--- config.mk ---
export PLATFORM = sky130hd
export DESIGN_NAME = aux_conv_sched
export DESIGN_NICKNAME = d
export VERILOG_FILES = /design/src/rtl/aux_sched_pkg.sv /design/src/rtl/aux_pick.sv /design/src/rtl/aux_settle_ctr.sv /design/src/rtl/aux_req_port.sv /design/src/rtl/aux_conv_sched.sv
export SDC_FILE = /design/constraint.sdc
export NUM_CORES = 1
export LEC_CHECK = 0
export BUFFER_PORTS_ARGS = -buffer_cell sky130_fd_sc_hd__buf_2
export CAP_MARGIN = 20
export CORE_UTILIZATION = 30
export DETAILED_ROUTE_END_ITERATION = 8
export SLEW_MARGIN = 20
export SYNTH_ARGS = -nofsm -noshare
export SYNTH_HDL_FRONTEND = slang
export SYNTH_SLANG_ARGS = --single-unit
--- constraint.sdc ---
create_clock -name clk -period 5.7 [get_ports clk]
set_input_delay 0.57 -clock clk [delete_from_list [all_inputs] [get_ports clk]]
set_output_delay 0.57 -clock clk [all_outputs]
set_load 0.02 [all_outputs]
--- src/rtl/aux_sched_pkg.sv ---
package aux_sched_pkg;

    localparam int NREG = 5;
    localparam int AW   = 3;
    localparam int IW   = 3;

    typedef enum logic {
        ST_IDLE   = 1'b0,
        ST_SETTLE = 1'b1
    } sched_st_e;

    // register index -> multiplexer channel
    function automatic logic [1:0] chan_of(input logic [IW-1:0] idx);
        logic [1:0] ch;
        case (idx)
            3'd0, 3'd1: ch = 2'd0;
            3'd2:       ch = 2'd1;
            3'd3:       ch = 2'd2;
            default:    ch = 2'd3;
        endcase
        return ch;
    endfunction

endpackage

--- src/rtl/aux_pick.sv ---
module aux_pick
    import aux_sched_pkg::*;
(
    input  logic [NREG-1:0] flags,
    input  logic            rx_active,
    input  logic            tx_slot,
    output logic            gnt_vld,
    output logic [IW-1:0]   gnt_idx
);

    logic [NREG-1:0] elig;

    for (genvar g = 0; g < NREG; g++) begin : g_elig
        if (g == 0) begin : g_txreg
            assign elig[g] = flags[g] & ~rx_active & tx_slot;
        end else if (g == 1) begin : g_othreg
            assign elig[g] = flags[g] & ~rx_active & ~tx_slot;
        end else begin : g_anyreg
            assign elig[g] = flags[g] & ~rx_active;
        end
    end

    always_comb begin
        gnt_idx = '0;
        for (int i = NREG - 1; i >= 0; i--) begin
            if (elig[i]) gnt_idx = IW'(i);
        end
        gnt_vld = |elig;
    end

endmodule

--- src/rtl/aux_settle_ctr.sv ---
module aux_settle_ctr #(
    parameter int CNT_W       = 8,
    parameter int SETTLE_DFLT = 64
) (
    input  logic             clk,
    input  logic             rst_n,
    input  logic             load,
    input  logic             run,
    input  logic [CNT_W-1:0] len,
    output logic             last
);

    localparam logic [CNT_W-1:0] DFLT_V = CNT_W'(SETTLE_DFLT);

    logic [CNT_W-1:0] cnt_d, cnt_q;

    always_comb begin
        cnt_d = cnt_q;
        if (load) begin
            cnt_d = (len == '0) ? DFLT_V : len;
        end else if (run && cnt_q != '0) begin
            cnt_d = cnt_q - 1'b1;
        end
    end

    always_ff @(posedge clk or negedge rst_n) begin
        if (!rst_n) cnt_q <= '0;
        else        cnt_q <= cnt_d;
    end

    assign last = (cnt_q == CNT_W'(1));

endmodule

--- src/rtl/aux_req_port.sv ---
module aux_req_port
    import aux_sched_pkg::*;
#(
    parameter int DW = 12
) (
    input  logic                      clk,
    input  logic                      rst_n,
    input  logic                      req_valid,
    input  logic [AW-1:0]             req_addr,
    input  logic [NREG-1:0][DW-1:0]   results,
    input  logic [NREG-1:0]           clr_vec,
    output logic [DW-1:0]             rd_data,
    output logic [NREG-1:0]           flags
);

    typedef struct packed {
        logic [DW-1:0]   rd;
        logic [NREG-1:0] flg;
    } port_s;

    port_s cur_q, nxt_d;
    logic            addr_ok;
    logic [NREG-1:0] set_vec;

    always_comb begin
        addr_ok = (int'(req_addr) < NREG);
        set_vec = '0;
        nxt_d   = cur_q;
        if (req_valid && addr_ok) begin
            set_vec[req_addr] = 1'b1;
        end
        if (req_valid) begin
            nxt_d.rd = addr_ok ? results[req_addr] : '0;
        end
        // a new request wins over a clear in the same cycle
        nxt_d.flg = (cur_q.flg & ~clr_vec) | set_vec;
    end

    always_ff @(posedge clk or negedge rst_n) begin
        if (!rst_n) cur_q <= '0;
        else        cur_q <= nxt_d;
    end

    assign rd_data = cur_q.rd;
    assign flags   = cur_q.flg;

endmodule

--- src/rtl/aux_conv_sched.sv ---
module aux_conv_sched
    import aux_sched_pkg::*;
#(
    parameter int DATA_W      = 12,
    parameter int CNT_W       = 8,
    parameter int SETTLE_DFLT = 64
) (
    input  logic              clk,
    input  logic              rst_n,
    input  logic              req_valid,
    input  logic [AW-1:0]     req_addr,
    output logic [DATA_W-1:0] rd_data,
    output logic [NREG-1:0]   pend_flags,
    input  logic              rx_active,
    input  logic              tx_slot,
    input  logic [CNT_W-1:0]  settle_len,
    input  logic [DATA_W-1:0] adc_data,
    output logic              rxpath_pwr,
    output logic [1:0]        mux_sel
);

    typedef struct packed {
        sched_st_e                     st;
        logic [IW-1:0]                 idx;
        logic [NREG-1:0][DATA_W-1:0]   res;
    } core_s;

    core_s           cur_q, nxt_d;
    logic [NREG-1:0] clr_vec;
    logic            load;
    logic            last;
    logic            gnt_vld;
    logic [IW-1:0]   gnt_idx;

    aux_pick u_pick (
        .flags     (pend_flags),
        .rx_active (rx_active),
        .tx_slot   (tx_slot),
        .gnt_vld   (gnt_vld),
        .gnt_idx   (gnt_idx)
    );

    aux_settle_ctr #(
        .CNT_W       (CNT_W),
        .SETTLE_DFLT (SETTLE_DFLT)
    ) u_ctr (
        .clk   (clk),
        .rst_n (rst_n),
        .load  (load),
        .run   (cur_q.st == ST_SETTLE),
        .len   (settle_len),
        .last  (last)
    );

    aux_req_port #(
        .DW (DATA_W)
    ) u_port (
        .clk       (clk),
        .rst_n     (rst_n),
        .req_valid (req_valid),
        .req_addr  (req_addr),
        .results   (cur_q.res),
        .clr_vec   (clr_vec),
        .rd_data   (rd_data),
        .flags     (pend_flags)
    );

    always_comb begin
        nxt_d   = cur_q;
        clr_vec = '0;
        load    = 1'b0;
        unique case (cur_q.st)
            ST_IDLE: begin
                if (gnt_vld) begin
                    nxt_d.st  = ST_SETTLE;
                    nxt_d.idx = gnt_idx;
                    load      = 1'b1;
                end
            end
            ST_SETTLE: begin
                if (rx_active) begin
                    nxt_d.st = ST_IDLE;
                end else if (last) begin
                    nxt_d.res[cur_q.idx] = adc_data;
                    clr_vec[cur_q.idx]   = 1'b1;
                    nxt_d.st             = ST_IDLE;
                end
            end
            default: nxt_d.st = ST_IDLE;
        endcase
    end

    always_ff @(posedge clk or negedge rst_n) begin
        if (!rst_n) begin
            cur_q.st  <= ST_IDLE;
            cur_q.idx <= '0;
            cur_q.res <= '0;
        end else begin
            cur_q <= nxt_d;
        end
    end

    assign rxpath_pwr = (cur_q.st == ST_SETTLE);
    assign mux_sel    = chan_of(cur_q.idx);

endmodule

* Word level (Yosys, flattened, before mapping)
Index checks and enable logic that the tools add are counted.
Storage, ports and cells: bits in registers 89, input bits 28, output and inout port bits 20, word-level logic and storage cells 74
Operators by class: $add $sub $neg 1, magnitude comparators 5, equal/unequal tests 4, multiplexer cells 29, bitwise gates (word level) 13, reductions and logical operators 12
Operators with widths (count):
- $bwmux 60 | 1
- $bmux 12 s3 | 1
- $demux 12 s3 | 1
- $mux 12 | 3
- $mux 8 | 3
- $mux 5 | 4
- $mux 3 | 5
- $eq 8x1->1 const B | 1
- $logic_not 8->1 | 1
- $lt 3x4->1 const B | 2
- $reduce_bool 8->1 | 1
- $sub 8x1->8 const B | 1
- $and 1x1->1 | 7
- $demux 1 s3 | 2
- $eq 3x2->1 const B | 2
- $ge 3x1->1 const B | 2
- $mux 1 | 6
- $pmux 2 s3 | 1
- $and 5x5->5 | 1
- $not 5->5 | 1
- $or 5x5->5 | 1
- $reduce_or 5->1 | 1
- $logic_and 1x1->1 | 4
- $mux 4 | 1
- 9 further kinds | 11

* Longest topological paths before layout
depth in word-level cells 10, mapped depth 7, mapped depth without buffers 6

* By module
Synthesis repeated with hierarchy kept, for this count alone.
Unflattened totals: cell total of the unflattened synthesis 348, area, all modules 4594.4 µm²
By module, submodules not included:
- aux_conv_sched | times used 1, cells each 152, area an instance 2580.0 µm², sequential area each 1601.5 µm²
- aux_req_port | times used 1, cells each 122, area an instance 1352.5 µm², sequential area each 425.4 µm²
- aux_settle_ctr | times used 1, cells each 64, area an instance 586.8 µm², sequential area each 200.2 µm²
- aux_pick | times used 1, cells each 10, area an instance 75.1 µm², sequential area each 0.0 µm²

* Least setup slack after synthesis
OpenSTA, ideal clock, no wires.
kind input to register, start in req_addr[0], end reg u_port.cur_q, in the netlist u_port.rd_data[10], setup time 0.126 ns, arrival time 2.045 ns, data required time 5.574 ns, path slack 3.530 ns, stages on the path 5, buffers on the path 2, cells stage by stage buf_2 -> buf_1 -> mux4_2 -> a221oi_1 -> nor2_1
On the way: longest elaborated chain between the ends 3, elaborated cells on any way between the ends 4, classes of those cells order compare (1); mux (3)
Ends and longest elaborated chain:
- start: declaration | RTL line aux_conv_sched.sv:11 | input logic [AW-1:0] req_addr,
- $bmux 12 s3 | RTL line aux_req_port.sv:33 | nxt_d.rd = addr_ok ? results[req_addr] : '0;
- $mux 12 (implied by the code) | RTL line aux_req_port.sv:33
- $mux 12 (*) | RTL line aux_req_port.sv:33
- end signal: assignment | RTL line aux_req_port.sv:41 | else cur_q <= nxt_d;
- end: declaration | RTL line aux_req_port.sv:21 | port_s cur_q, nxt_d;
Mark *: on every way between the ends. The rest lies on a longest branch, timed or not. The select of a mux whose other input is x is not followed. A chain may end at the register's enable or synchronous reset.

* Worst setup path in the final report
start reg u_ctr.cnt_q[2], end reg cur_q[13] (netlist name)
On the way: longest elaborated chain between the ends 2
Ends and longest elaborated chain:
- start: declaration | RTL line aux_settle_ctr.sv:15 | logic [CNT_W-1:0] cnt_d, cnt_q;
- start signal: assignment | RTL line aux_settle_ctr.sv:28 | else cnt_q <= cnt_d;
- $eq 8x1->1 | RTL line aux_settle_ctr.sv:31 | assign last = (cnt_q == CNT_W'(1));
- $reduce_and 3->1 (no line)
- end signal: assignment | RTL line aux_conv_sched.sv:99 | cur_q <= nxt_d;
- end: declaration | RTL line aux_conv_sched.sv:28 | core_s cur_q, nxt_d;
No other way between the ends.

==> impl_metrics.env <==
export IMPL_grt_pass1_wl_um=14500
export IMPL_yosysSeqAreaShare_pct=54.9
export IMPL_startpoint_type="flip-flop"
export IMPL_min_path_cells=2
export IMPL_holdBufCountCts=1
export IMPL_grt_pass1_vias=2667
export IMPL_rows=42
export IMPL_gp_congestion=0.830
export IMPL_worst_slack_ns=3.09
export IMPL_numPortBuffers=47
export IMPL_hold_class="in -> reg"
export IMPL_worstMarginPinSlew_ns=1.03
export IMPL_avgSynthCellArea_um2=13.2
export IMPL_synth_area_um2=4060
export IMPL_tns_ns=0
export IMPL_synth_ff_type="dfrtp_1"
export IMPL_crit_arrival_ns=2.83
export IMPL_cts_buffers=9
export IMPL_wl_um=8800
export IMPL_power_leakage_uw=0.00233
export IMPL_wl_per_cell_um=16.5
export IMPL_cts_resized_gates=0
export IMPL_async_flop_share_pct=100
export IMPL_die_area_um2=14000
export IMPL_cts_tree="built"
export IMPL_peakVddDrop_v=0.000130
export IMPL_num_vias=2682
export IMPL_rr_worst_depth=4
export IMPL_nets=382
export IMPL_reg2reg_slack_ns=3.09
export IMPL_reg2reg_to="cur_q[13]"
export IMPL_crit_cells=4
export IMPL_finalHoldViolCount=0
export IMPL_post_cts_buffers=0
export IMPL_drc=0
export IMPL_fp_dieH_um=118
export IMPL_fin_area_um2=4790
export IMPL_cellPowerDensity_nw_per_um2=334
export IMPL_slew_headroom_pct=31.3
export IMPL_crit_chain="or4_4, nor4_4, and4b_1, mux2_2"
export IMPL_cts_buffer_depth=2
export IMPL_core_area_um2=13200
export IMPL_cts_sinks=89
export IMPL_period_needed_ns=2.61
export IMPL_crit_fanout=13
export IMPL_min_delay_start="rx_active"
export IMPL_drt_iter0_drc=169
export IMPL_clk_latency_ns=0.34
export IMPL_synth_nets=338
export IMPL_drive_gt1_share_pct=31.2
export IMPL_clock_skew_ns=0.00501
export IMPL_critPathKind="reg -> reg"
export IMPL_hold_end="cur_q[61]"
export IMPL_drt_pass1_iterations=4
export IMPL_diodes=0
export IMPL_vias_per_cell=5.04
export IMPL_grt_max_degree=89
export IMPL_ys_warn_count=0
export IMPL_die_w_um=118
export IMPL_clockRootBuffer="clkbuf_16"
export IMPL_io_pins=48
export IMPL_reg2reg_from="u_ctr.cnt_q[2]"
export IMPL_synth_edf_count=0
export IMPL_rsz0062_at_grt="no"
export IMPL_overflow=0
export IMPL_place_ws_ns=3.12
export IMPL_slowest_stage="and4b_1"
export IMPL_area_growth_pct=17.9
export IMPL_fmax_ghz=0.383
export IMPL_required_ns=5.92
export IMPL_status="complete, no violations"
export IMPL_drtAntennaViolNets=0
export IMPL_max_stage_delay_ns=0.74
export IMPL_htreeDepth=3
export IMPL_start_util_pct=30.7
export IMPL_endpoint_kind="flip-flop"
export IMPL_synth_ff_latch_count=89
export IMPL_clk_pin_slew_ns=0.06
export IMPL_synth_cells=307
export IMPL_crit_buf_inv=0
export IMPL_grtUsageTotal_pct=13.5
export IMPL_maxSlewViolCount=0
export IMPL_hpwl_um=5660
export IMPL_place_area_um2=4450
export IMPL_cpLargestDelayFamily="simple AND/OR/NAND/NOR gates"
export IMPL_synth_distinct_cells=46
export IMPL_antenna_found_initial=1
export IMPL_timing_final_crit_share_pct=45.9
export IMPL_setup_violations=0
export IMPL_drv_cap=0
## cells in the mapped netlist, drive strengths merged (2+ instances only)
| cell | n | share of area, % |
|---|---|---|
| dfrtp | 89 | 55 |
| mux2 | 61 | 17 |
| nor2 | 30 | 2.8 |
| nand2 | 13 | 1.2 |
| mux4 | 12 | 6.7 |
| a221oi | 11 | 2.4 |
| buf | 10 | 1.4 |
| inv | 10 | 0.92 |
| clkbuf | 7 | 0.65 |
| nand3 | 5 | 0.62 |
| o21ai | 5 | 0.62 |
| nor3 | 4 | 0.49 |
| o211ai | 4 | 0.74 |
| a21oi | 3 | 0.37 |
| ha | 3 | 0.92 |
| nand4b | 3 | 0.96 |
| nor2b | 3 | 0.46 |
| nor4 | 3 | 0.83 |
| o311ai | 3 | 0.65 |
| or2 | 3 | 0.46 |
| or3 | 3 | 0.46 |
| or4 | 3 | 0.65 |
| nand2b | 2 | 0.31 |
| o22ai | 2 | 0.31 |
| o41ai | 2 | 0.62 |
## where the power goes
part | leakage [uW] | switching (uW) | internal (uW)
clock network | 0.000149 | 242 | 364
registers | 0.00118 | 59.0 | 692
logic | 0.00100 | 139 | 105
total | 0.00233 | 440 | 1160
## how the worst max path moves through the flow
| stage | start | to | slack (ns) |
|---|---|---|---|
| after floorplan | req_addr[0] | u_port.rd_data[10] | 3.53 |
| after global placement | u_ctr.cnt_q[2] | cur_q[12] | 3.16 |
| after CTS | u_ctr.cnt_q[2] | cur_q[23] | 3.09 |
| final | u_ctr.cnt_q[2] | cur_q[13] | 3.09 |
| after global routing | u_ctr.cnt_q[2] | cur_q[13] | 2.98 |
| after detailed placement | u_ctr.cnt_q[2] | cur_q[12] | 3.12 |
## through the flow
step	hold WS, ns	std cells	utilization (%)	total power (uW)
after floorplan	0.274	307	-	913
after global placement	0.351	515	33.6	993
after detailed placement	0.352	515	33.6	1000
after CTS	0.443	532	36.0	1610
after global routing	0.461	532	36.1	1670
final	0.452	532	36.1	1600
## worst register-to-register path: cells and delay by family, from the launching register on
kind	cells	cell delay, ns
mux	1	0.41
simple gates	3	1.67
flops	1	0.42
## per-layer routing
metal / vias to the layer above / GRT usage (%) / share of wire (%)
met5: - / 0 / 0.15
met4: 2 / 6.01 / 1.6
met3: 12 / 2.27 / 3.2
met2: 49 / 20.4 / 48
met1: 1393 / 19.0 / 47
li1: 1226 / - / -
## cell families after synthesis
group                      count (synthesis)  synth area share (%)
AOI/OAI and AO/OA                         38                  7.33
buffers and inverters                     27                  3.02
and+or+nand+nor                           77                  10.3
DFF                                       89                  54.9
muxes                                     73                  23.6
adders and majority gates                  3                 0.925
## cell type report
type	count	area, um2
timing repair buffer	50	267
sequential	89	2230
multi-input combinational	191	1730
tap	176	220
clock inverter	4	51.3
clock buffer	12	256
inverter	10	37.5
fill	1296	8460
## layout by cell type, fill, tap and decap left out, drive strengths merged, types with 2 or more instances in the layout
master,Yosys,routed
a21oi,3,3
a221oi,11,11
buf,10,49
clkbuf,7,12
clkinv,0,2
dfrtp,89,89
ha,3,3
inv,10,10
mux2,61,61
mux4,12,12
nand2,13,13
nand2b,2,2
nand3,5,5
nand4b,3,3
nor2,30,30
nor2b,3,3
nor3,4,4
nor4,3,3
o211ai,4,4
o21ai,5,5
o22ai,2,2
o311ai,3,3
o41ai,2,2
or2,3,3
or3,3,3
or4,3,3
## flip-flops by register name, summed over array words and instances, names as in the netlist
| signal | count |
|---|---|
| cur_q | 63 |
| u_port.rd_data | 12 |
| u_port.flags | 5 |
| rxpath_pwr | 1 |
| u_ctr.cnt_q | 8 |
(Power assumes the default switching activity.)
